**config.mk**
```make
export PLATFORM = sky130hd
export DESIGN_NAME = multi_mode_timer
export DESIGN_NICKNAME = d
export VERILOG_FILES = /design/src/rtl/tmr_pkg.sv /design/src/rtl/tmr_tick_gen.sv /design/src/rtl/tmr_half.sv /design/src/rtl/tmr_pwm.sv /design/src/rtl/multi_mode_timer.sv
export SDC_FILE = /design/constraint.sdc
export NUM_CORES = 1
export LEC_CHECK = 0
export ABC_CLOCK_PERIOD_IN_PS = 3050
export BUFFER_PORTS_ARGS = -buffer_cell sky130_fd_sc_hd__buf_2
export CORE_ASPECT_RATIO = 0.9
export CORE_UTILIZATION = 45
export DETAILED_ROUTE_END_ITERATION = 16
export GPL_TIMING_DRIVEN = 0
export PLACE_DENSITY = 0.66
export REMOVE_ABC_BUFFERS = 1
export SLEW_MARGIN = 10
export SYNTH_ARGS = -nofsm -noshare
export SYNTH_HDL_FRONTEND = slang
export SYNTH_SLANG_ARGS = --single-unit
```
**constraint.sdc**
```tcl
create_clock -name clk_i -period 3.05 [get_ports clk_i]
set_clock_uncertainty 0.15 [all_clocks]
set_input_delay 0.305 -clock clk_i [delete_from_list [all_inputs] [get_ports clk_i]]
set_output_delay 0.305 -clock clk_i [all_outputs]
set_load 0.05 [all_outputs]
```
**src/rtl/tmr_pkg.sv**
```systemverilog
package tmr_pkg;
  typedef enum logic [1:0] {
    MODE_DUAL    = 2'd0,
    MODE_TMR_PWM = 2'd1,
    MODE_WIDE    = 2'd2,
    MODE_VARPWM  = 2'd3
  } tmr_mode_e;
endpackage

```
**src/rtl/tmr_tick_gen.sv**
```systemverilog
module tmr_tick_gen (
  input  logic clk_i,
  input  logic rst_ni,
  input  logic fast_i,
  output logic tick_o
);
  logic phase_q;

  always_ff @(posedge clk_i or negedge rst_ni) begin
    if (!rst_ni) phase_q <= 1'b0;
    else         phase_q <= ~phase_q;
  end

  // fast: enable every clock (two per count cycle)
  assign tick_o = fast_i | phase_q;
endmodule

```
**src/rtl/tmr_half.sv**
```systemverilog
module tmr_half #(
  parameter int W = 8
) (
  input  logic         clk_i,
  input  logic         rst_ni,
  input  logic         clr_i,
  input  logic         en_i,
  input  logic [W-1:0] top_i,
  output logic [W-1:0] cnt_o,
  output logic         wrap_o
);
  logic [W-1:0] cnt_q;

  assign wrap_o = en_i && !clr_i && (cnt_q == top_i);
  assign cnt_o  = cnt_q;

  always_ff @(posedge clk_i or negedge rst_ni) begin
    if (!rst_ni)      cnt_q <= '0;
    else if (clr_i)   cnt_q <= '0;
    else if (wrap_o)  cnt_q <= '0;
    else if (en_i)    cnt_q <= cnt_q + W'(1);
  end

  AST_CLR_ZERO: assert property (@(posedge clk_i) disable iff (!rst_ni)
    clr_i |=> (cnt_o == '0));
  AST_CNT_STEP: assert property (@(posedge clk_i) disable iff (!rst_ni)
    (en_i && !clr_i && cnt_o != top_i) |=> (cnt_o == $past(cnt_o) + W'(1)));
endmodule

```
**src/rtl/tmr_pwm.sv**
```systemverilog
module tmr_pwm #(
  parameter int W = 16
) (
  input  logic         clk_i,
  input  logic         rst_ni,
  input  logic         active_i,
  input  logic         wrap_i,
  input  logic [W-1:0] cnt_i,
  input  logic [W-1:0] duty_i,
  output logic         pwm_o
);
  logic [W-1:0] duty_q;

  // duty captured while idle and at each period boundary only
  always_ff @(posedge clk_i or negedge rst_ni) begin
    if (!rst_ni)                  duty_q <= '0;
    else if (!active_i || wrap_i) duty_q <= duty_i;
  end

  assign pwm_o = active_i && (cnt_i < duty_q);

  AST_DUTY_HELD: assert property (@(posedge clk_i) disable iff (!rst_ni)
    (active_i && !wrap_i) |=> $stable(duty_q));
endmodule

```
**src/rtl/multi_mode_timer.sv**
```systemverilog
module multi_mode_timer #(
  parameter int HALF_W = 8,
  parameter int LEN_W  = 3
) (
  input  logic                  clk_i,
  input  logic                  rst_ni,
  input  logic [1:0]            mode_i,
  input  logic                  fast_i,
  input  logic                  run_lo_i,
  input  logic                  run_hi_i,
  input  logic [HALF_W-1:0]     lo_lim_i,
  input  logic [HALF_W-1:0]     hi_lim_i,
  input  logic [LEN_W-1:0]      len_i,
  input  logic [2*HALF_W-1:0]   duty_i,
  output logic                  pwm_o,
  output logic                  lo_ovf_o,
  output logic                  hi_ovf_o
);
  import tmr_pkg::*;
  localparam int CNT_W = 2 * HALF_W;

  tmr_mode_e mode;
  logic wide, tick;
  logic lo_clr, lo_en, lo_wrap, hi_clr, hi_en, hi_wrap;
  logic [HALF_W-1:0] lo_cnt, hi_cnt, lo_top, hi_top, hi_mask;
  logic pwm_act;
  logic [CNT_W-1:0] pwm_cnt, pwm_duty;
  logic lo_ovf_q, hi_ovf_q;

  assign mode = tmr_mode_e'(mode_i);
  assign wide = (mode == MODE_WIDE) || (mode == MODE_VARPWM);

  tmr_tick_gen u_tick (
    .clk_i  (clk_i),
    .rst_ni (rst_ni),
    .fast_i (fast_i & wide),
    .tick_o (tick)
  );

  // high-half top for length N = HALF_W+1+len
  always_comb begin
    hi_mask = '0;
    for (int i = 0; i < HALF_W; i++) hi_mask[i] = (i <= int'(len_i));
  end

  always_comb begin
    unique case (mode)
      MODE_DUAL:    hi_top = hi_lim_i;
      MODE_TMR_PWM: hi_top = '1;
      MODE_WIDE:    hi_top = hi_lim_i;
      default:      hi_top = hi_mask;
    endcase
    unique case (mode)
      MODE_WIDE:    lo_top = (hi_cnt == hi_top) ? lo_lim_i : '1;
      MODE_VARPWM:  lo_top = '1;
      default:      lo_top = lo_lim_i;
    endcase
  end

  assign lo_clr = ~run_lo_i;
  assign lo_en  = tick & run_lo_i;
  assign hi_clr = wide ? ~run_lo_i : ~run_hi_i;
  assign hi_en  = wide ? (tick & run_lo_i & lo_wrap) : (tick & run_hi_i);

  tmr_half #(.W(HALF_W)) u_lo (
    .clk_i  (clk_i),
    .rst_ni (rst_ni),
    .clr_i  (lo_clr),
    .en_i   (lo_en),
    .top_i  (lo_top),
    .cnt_o  (lo_cnt),
    .wrap_o (lo_wrap)
  );

  tmr_half #(.W(HALF_W)) u_hi (
    .clk_i  (clk_i),
    .rst_ni (rst_ni),
    .clr_i  (hi_clr),
    .en_i   (hi_en),
    .top_i  (hi_top),
    .cnt_o  (hi_cnt),
    .wrap_o (hi_wrap)
  );

  assign pwm_act  = ((mode == MODE_TMR_PWM) && run_hi_i) ||
                    ((mode == MODE_VARPWM) && run_lo_i);
  assign pwm_cnt  = (mode == MODE_VARPWM) ? {hi_cnt, lo_cnt}
                                          : {{HALF_W{1'b0}}, hi_cnt};
  assign pwm_duty = (mode == MODE_VARPWM) ? duty_i
                                          : {{HALF_W{1'b0}}, duty_i[HALF_W-1:0]};

  tmr_pwm #(.W(CNT_W)) u_pwm (
    .clk_i    (clk_i),
    .rst_ni   (rst_ni),
    .active_i (pwm_act),
    .wrap_i   (hi_wrap),
    .cnt_i    (pwm_cnt),
    .duty_i   (pwm_duty),
    .pwm_o    (pwm_o)
  );

  always_ff @(posedge clk_i or negedge rst_ni) begin
    if (!rst_ni) begin
      lo_ovf_q <= 1'b0;
      hi_ovf_q <= 1'b0;
    end else begin
      lo_ovf_q <= lo_wrap & ~wide;
      hi_ovf_q <= hi_wrap;
    end
  end

  assign lo_ovf_o = lo_ovf_q;
  assign hi_ovf_o = hi_ovf_q;

  AST_PWM_QUIET: assert property (@(posedge clk_i) disable iff (!rst_ni)
    pwm_o |-> ((mode_i == 2'd1 && run_hi_i) || (mode_i == 2'd3 && run_lo_i)));
  AST_HI_OVF_ZERO: assert property (@(posedge clk_i) disable iff (!rst_ni)
    hi_ovf_o |-> (hi_cnt == '0));
  AST_LO_OVF_SPACED: assert property (@(posedge clk_i) disable iff (!rst_ni)
    lo_ovf_o |=> !lo_ovf_o);
endmodule

```
==> results of run 1 <==
-- metrics by stage --
step           area (sq um)  util, %  setup WS [ps]
2_1_floorplan          2730        -            235
6_report               3220     52.7            119
3_3_place_gp           3060     50.0           -674
5_1_grt                3220     52.7          -26.0
3_5_place_dp           3060     50.0           -687
4_1_cts                3170     51.9           13.8
-- layer usage --
| metal | track usage (%) | vias to the layer above | wire length [um] |
|---|---|---|---|
| met5 | 0 | - | 0 |
| li1 | - | 1259 | - |
| met3 | 3.83 | 5 | 313 |
| met4 | 4.50 | 0 | 60 |
| met1 | 29.5 | 1194 | 3260 |
| met2 | 32.0 | 68 | 2920 |
-- critical path, delay by kind of cell (launching register included) --
family / cells / cell delay (ps)
buffers and inverters: 1 / 150
AOI/OAI and AO/OA: 6 / 1080
adders and majority gates: 1 / 300
and+or+nand+nor: 2 / 240
DFF: 1 / 420
-- where the power goes --
group / internal (uW) / total [uW] / switching [uW]
combinational: 94.0 / 205 / 111
sequential: 481 / 497 / 15.8
clock: 152 / 309 / 157
total: 727 / 1010 / 284
-- state kept, by name (all words and copies together), names as in the netlist --
signal          cells
hi_ovf_o            1
u_pwm.duty_q       16
u_hi.cnt_o          8
u_tick.phase_q      1
lo_ovf_o            1
u_lo.cnt_o          8
-- kinds of logic after synthesis --
| logic type | share of synthesized area, % |
|---|---|
| multiplexers | 4.71 |
| adder cells (fa/ha/maj) | 7.48 |
| AO/OA/AOI/OAI | 22.9 |
| buffers and inverters | 6.51 |
| AND/OR/NAND/NOR | 24.5 |
| flip-flops | 30.8 |
| XOR/XNOR | 3.08 |
-- cell type report --
cell class | count | area [sq um]
fillers | 584 | 2890
multi-input cells | 256 | 1820
flip-flops and latches | 35 | 881
repair buffers | 49 | 275
well taps | 87 | 109
clock buffers | 6 | 72.6
inverters | 18 | 67.6
-- worst max-delay path by stage --
stage	endpoint	cells after the start	from
floorplan	u_pwm.duty_q[0]	9	mode_i[1]
global placement	u_pwm.duty_q[5]	10	mode_i[1]
detailed placement	u_pwm.duty_q[4]	10	mode_i[0]
CTS	pwm_o	14	mode_i[0]
global route	pwm_o	13	u_hi.cnt_o[1]
finish	pwm_o	10	u_hi.cnt_o[1]
-- placed cells by master (no fill, tap or decap), types with 6 or more instances in the layout --
cell | synthesis | final
inv_1 | 18 | 18
nand3_1 | 10 | 10
a21oi_1 | 16 | 16
mux2_2 | 7 | 7
ha_1 | 17 | 17
nand2_1 | 44 | 43
dfrtp_1 | 35 | 31
xnor2_1 | 7 | 7
and3_1 | 12 | 12
nor2_1 | 22 | 22
a22o_2 | 7 | 7
o22ai_1 | 6 | 6
o21ai_0 | 18 | 18
buf_2 | 1 | 41
-- repair_timing --
action / 4_1_cts / 5_1_grt
setup endpoints to repair: 32 / 21
pin swaps: 0 / 2
resized for setup: 8 / 9
buffers inserted: 2 / 2
hold buffers: 1 / 0
gates cloned: 0 / 1
hold endpoints to repair: 35 / 0
==> results.json, run 1 <==
{
  "ys_async_sr_fraction_pct": 100,
  "period_minus_slack_ps": 2930,
  "gp_congestion": 0.781,
  "syn_avg_cell_area_sq_um": 8.72,
  "yosys-top-cells-count": "44 x nand2_1, 35 x dfrtp_1, 22 x nor2_1",
  "globalRouteOverflowTotal": 0,
  "rows": 27,
  "seq_area_frac_synth_pct": 30.8,
  "post_route_cells_drive_above_1_share_pct": 26.9,
  "grt_max_degree": 36,
  "drc": 0,
  "critical_path.max_fanout": 3,
  "vias": 2526,
  "grt_usage_pct": 20.5,
  "io_buffers": 44,
  "max_slew_margin_pct": 47.7,
  "synth-seq-cells": 35,
  "synth.most_common_cell": "nand2_1",
  "finalCritPeriodShare_pct": 96.1,
  "cts_buffers": 5,
  "dp.cells": 439,
  "r2r_slack_ps": 170,
  "hold_depth": 2,
  "worstSetupPathType": "flip-flop to primary output",
  "synth.distinct_cells": 65,
  "start_util_pct": 46.5,
  "setup_viol": 0,
  "power_density_nw_per_um2": 314,
  "grt_pass1_vias": 2262,
  "clk_root_buffer_cell": "clkbuf_8",
  "ant_nets": 0,
  "dp_hpwl_mm": 4.69,
  "maxCapViolCount": 0,
  "drtPass1Iterations": 4,
  "grt_pass1_wl_mm": 10.8,
  "ys.flop_type": "dfrtp_1",
  "tightest_slew_ps": 785,
  "netlist_area_sq_um": 2840,
  "clkTransAtPathRegs_ps": 70,
  "end_kind": "primary output",
  "min_from": "duty_i[9]",
  "r2r_start": "u_hi.cnt_o[3]",
  "holdPathEnd": "u_pwm.duty_q[9]",
  "cts_tree": "done",
  "avgViaCountPerCell": 5.60,
  "outcome": "completed",
  "die-area_sq_um": 6640,
  "die_height_um": 77.4,
  "critPathLaunchType": "flip-flop",
  "rr_endpoint": "u_pwm.duty_q[8]",
  "finalSetupTns_ps": 0,
  "synthCells": 326,
  "finalPower_uw": 1010,
  "pin_count": 45,
  "worstPathArrival_ps": 2480,
  "holdWs_ps": 85.9,
  "max-vdd-ir-drop_mv": 0.200,
  "diodes": 0,
  "core_sq_um": 6110,
  "synth_edf_count": 0,
  "finalNonFillerCells": 451,
  "crit_top_cell": "a21o_1",
  "cp.required_ps": 2590,
  "slowest_delay_ps": 420,
  "fmaxAchievable_mhz": 341,
  "ff2ff_path_depth": 9,
  "fin_nets": 424,
  "synth_top_area_share_pct": 30.8,
  "drt_iter0_drc": 221,
  "wire_per_inst_um": 14.5,
  "p_leak_uw": 0.00151,
  "routed_wl_mm": 6.55,
  "clockBufferDepth": 2,
  "hp-class": "primary input to flip-flop",
  "crit_chain": "and3_1 > ha_1 > a21o_1 > a21o_1 > a21oi_1 > nor2_1 > a2111oi_2 > o31a_1 > a31o_2 > buf_6",
  "htreeDepth": 2,
  "clk_latency_ps": 290,
  "grt_setup_unrepaired": "true",
  "ys_warn_count": 0,
  "finalHoldViolCount": 0,
  "crit_path_top_delay_cell": "dfrtp_2",
  "area_growth_pct": 13.3,
  "die_x_um": 85.8,
  "cts_sinks": 35,
  "slew_viol_final": 0,
  "yosys.area.top_type": "dfrtp_1",
  "synthTopCellsByArea": "dfrtp_1 31%, ha_1 7.5%, nand2_1 5.8%, o21ai_0 3.2%, nor2_1 2.9%",
  "antenna_found_initial": 0
}
No activity file was read; power rests on OpenSTA's default activity.
==> run 2, diff against run 1 <==
MAX_ROUTING_LAYER = met4   (was unset)
==> run 2 against run 1 <==
Against the previous run:
- final area is the same
- setup slack lost 5.3 ps
- sequential power is essentially flat
- worst hold slack lost 0.91 ps
- maximum frequency shrank 0.18%
- wire length shrank 0.21%
- highest routed layer unchanged
- die area is the same
- combinational power is essentially flat
- utilization is the same
- largest power group unchanged
- flip-flop and latch count is the same
- power is essentially flat
- via count shrank 0.16%
==> results.json, run 2 (synthesis gave the netlist of run 1 again) <==
{
  "outcome": "completed",
  "dp_hpwl_mm": 4.69,
  "avgViaCountPerCell": 5.59,
  "critPathLaunchType": "flip-flop",
  "post_route_cells_drive_above_1_share_pct": 26.9,
  "pin_count": 45,
  "antenna_found_initial": 0,
  "slew_viol_final": 0,
  "rows": 27,
  "worstPathArrival_ps": 2480,
  "cts_sinks": 35,
  "io_buffers": 44,
  "fillers": 584,
  "period_minus_slack_ps": 2940,
  "multi_input_area_sq_um": 1820,
  "tightest_slew_ps": 787,
  "start_util_pct": 46.5,
  "rr_endpoint": "u_pwm.duty_q[8]",
  "finalHoldViolCount": 0,
  "worstSetupPathType": "flip-flop to primary output",
  "regMostFlops": "u_pwm.duty_q",
  "drt_iter0_drc": 230,
  "use_met1_pct": 29.3,
  "grt_setup_unrepaired": "true",
  "mostFrequentLayoutCells": "43 x nand2_1, 41 x buf_2, 31 x dfrtp_1, 22 x nor2_1",
  "crit_start": "u_hi.cnt_o[1]",
  "wire_per_inst_um": 14.5,
  "drtPass1Iterations": 4,
  "area_growth_pct": 13.3,
  "drc": 0,
  "r2r_start": "u_hi.cnt_o[3]",
  "clk_latency_ps": 290,
  "grt_pass1_vias": 2270,
  "max_slew_margin_pct": 47.5,
  "htreeDepth": 2,
  "gp_congestion": 0.791,
  "final_common_cell": "nand2_1",
  "clk_root_buffer_cell": "clkbuf_8",
  "die-area_sq_um": 6640,
  "routed_wl_mm": 6.54,
  "grt_busiest_layer": "met2",
  "max-vdd-ir-drop_mv": 0.200,
  "ff2ff_path_depth": 9,
  "hold_depth": 2,
  "end_kind": "primary output",
  "use_met2_pct": 32.1,
  "largest_reg_flops": 16,
  "grt_max_degree": 36,
  "grt_usage_pct": 21.1,
  "grt_pass1_wl_mm": 10.7,
  "globalRouteOverflowTotal": 0,
  "die_height_um": 77.4,
  "finalPower_uw": 1010,
  "hp-class": "primary input to flip-flop",
  "clockBufferDepth": 2,
  "setup_viol": 0,
  "fin_nets": 424,
  "die_x_um": 85.8,
  "vias": 2522,
  "critical_path.max_fanout": 3,
  "endpoint": "pwm_o",
  "cts_buffers": 5,
  "maxCapViolCount": 0,
  "core_sq_um": 6110,
  "clkTransAtPathRegs_ps": 70,
  "power_density_nw_per_um2": 314,
  "seqCellArea_sq_um": 881,
  "use_met3_pct": 3.83,
  "finalCritPeriodShare_pct": 96.3,
  "cp.required_ps": 2590,
  "r2r_slack_ps": 170,
  "p_leak_uw": 0.00151,
  "ant_nets": 0,
  "diodes": 0,
  "holdWs_ps": 84.9,
  "fmaxAchievable_mhz": 341,
  "cts_tree": "done"
}
-- run 2: timing repair --
| action | CTS | global route |
|---|---|---|
| gates resized for setup | 8 | 9 |
| hold buffers | 1 | 0 |
| buffers inserted | 2 | 2 |
| setup endpoints to repair | 32 | 20 |
| endpoints found under the hold margin | 35 | 0 |
| pin swaps | 0 | 2 |
| gates cloned | 0 | 1 |
-- run 2: how the worst min path moves through the flow --
stage | startpoint | to | slack (ps)
2_1_floorplan | rst_ni | hi_ovf_o | -140
3_3_place_gp | rst_ni | lo_ovf_o | 280
3_5_place_dp | rst_ni | lo_ovf_o | 290
4_1_cts | duty_i[9] | u_pwm.duty_q[9] | 80
5_1_grt | duty_i[9] | u_pwm.duty_q[9] | 80
6_report | duty_i[9] | u_pwm.duty_q[9] | 80
-- run 2: final cells by class --
class                   count  area share (%)
inverters                  18            2.10
clock buffers               6            2.25
flip-flops and latches     35            27.3
repair buffers             49            8.54
well taps                  87            3.38
multi-input cells         256            56.4
-- run 2: per-stage QoR --
step / util (%) / setup WS [ps] / instance area [sq um] / setup TNS [ps] / std cells
floorplan: - / 235 / 2730 / 0 / 308
global placement: 50.0 / -674 / 3060 / -17550 / 439
detailed placement: 50.0 / -687 / 3060 / -18400 / 439
CTS: 51.9 / 13.8 / 3170 / 0 / 448
global route: 52.7 / -26.0 / 3220 / -26.0 / 451
finish: 52.7 / 114 / 3220 / 0 / 451
-- run 2: layer usage --
metal / part of all wire (%) / vias to the layer above
li1: - / 1255
met1: 50 / 1196
met2: 44 / 66
met3: 4.9 / 5
met4: 0.87 / 0
met5: 0 / -
-- run 2: where the power goes --
| part | leakage [uW] | internal [uW] | switching (uW) |
|---|---|---|---|
| Combinational | 0.00102 | 93.9 | 111 |
| Clock | 0.0000371 | 152 | 157 |
| Sequential | 0.000455 | 481 | 15.9 |
| Total | 0.00151 | 727 | 284 |
-- run 2: worst max-delay path, stage by stage (launching register included) --
cell and delay, ps:
dfrtp_2 420, and3_1 170, ha_1 300, a21o_1 190
a21o_1 170, a21oi_1 160, nor2_1 70, a2111oi_2 260
o31a_1 190, a31o_2 110, buf_6 150
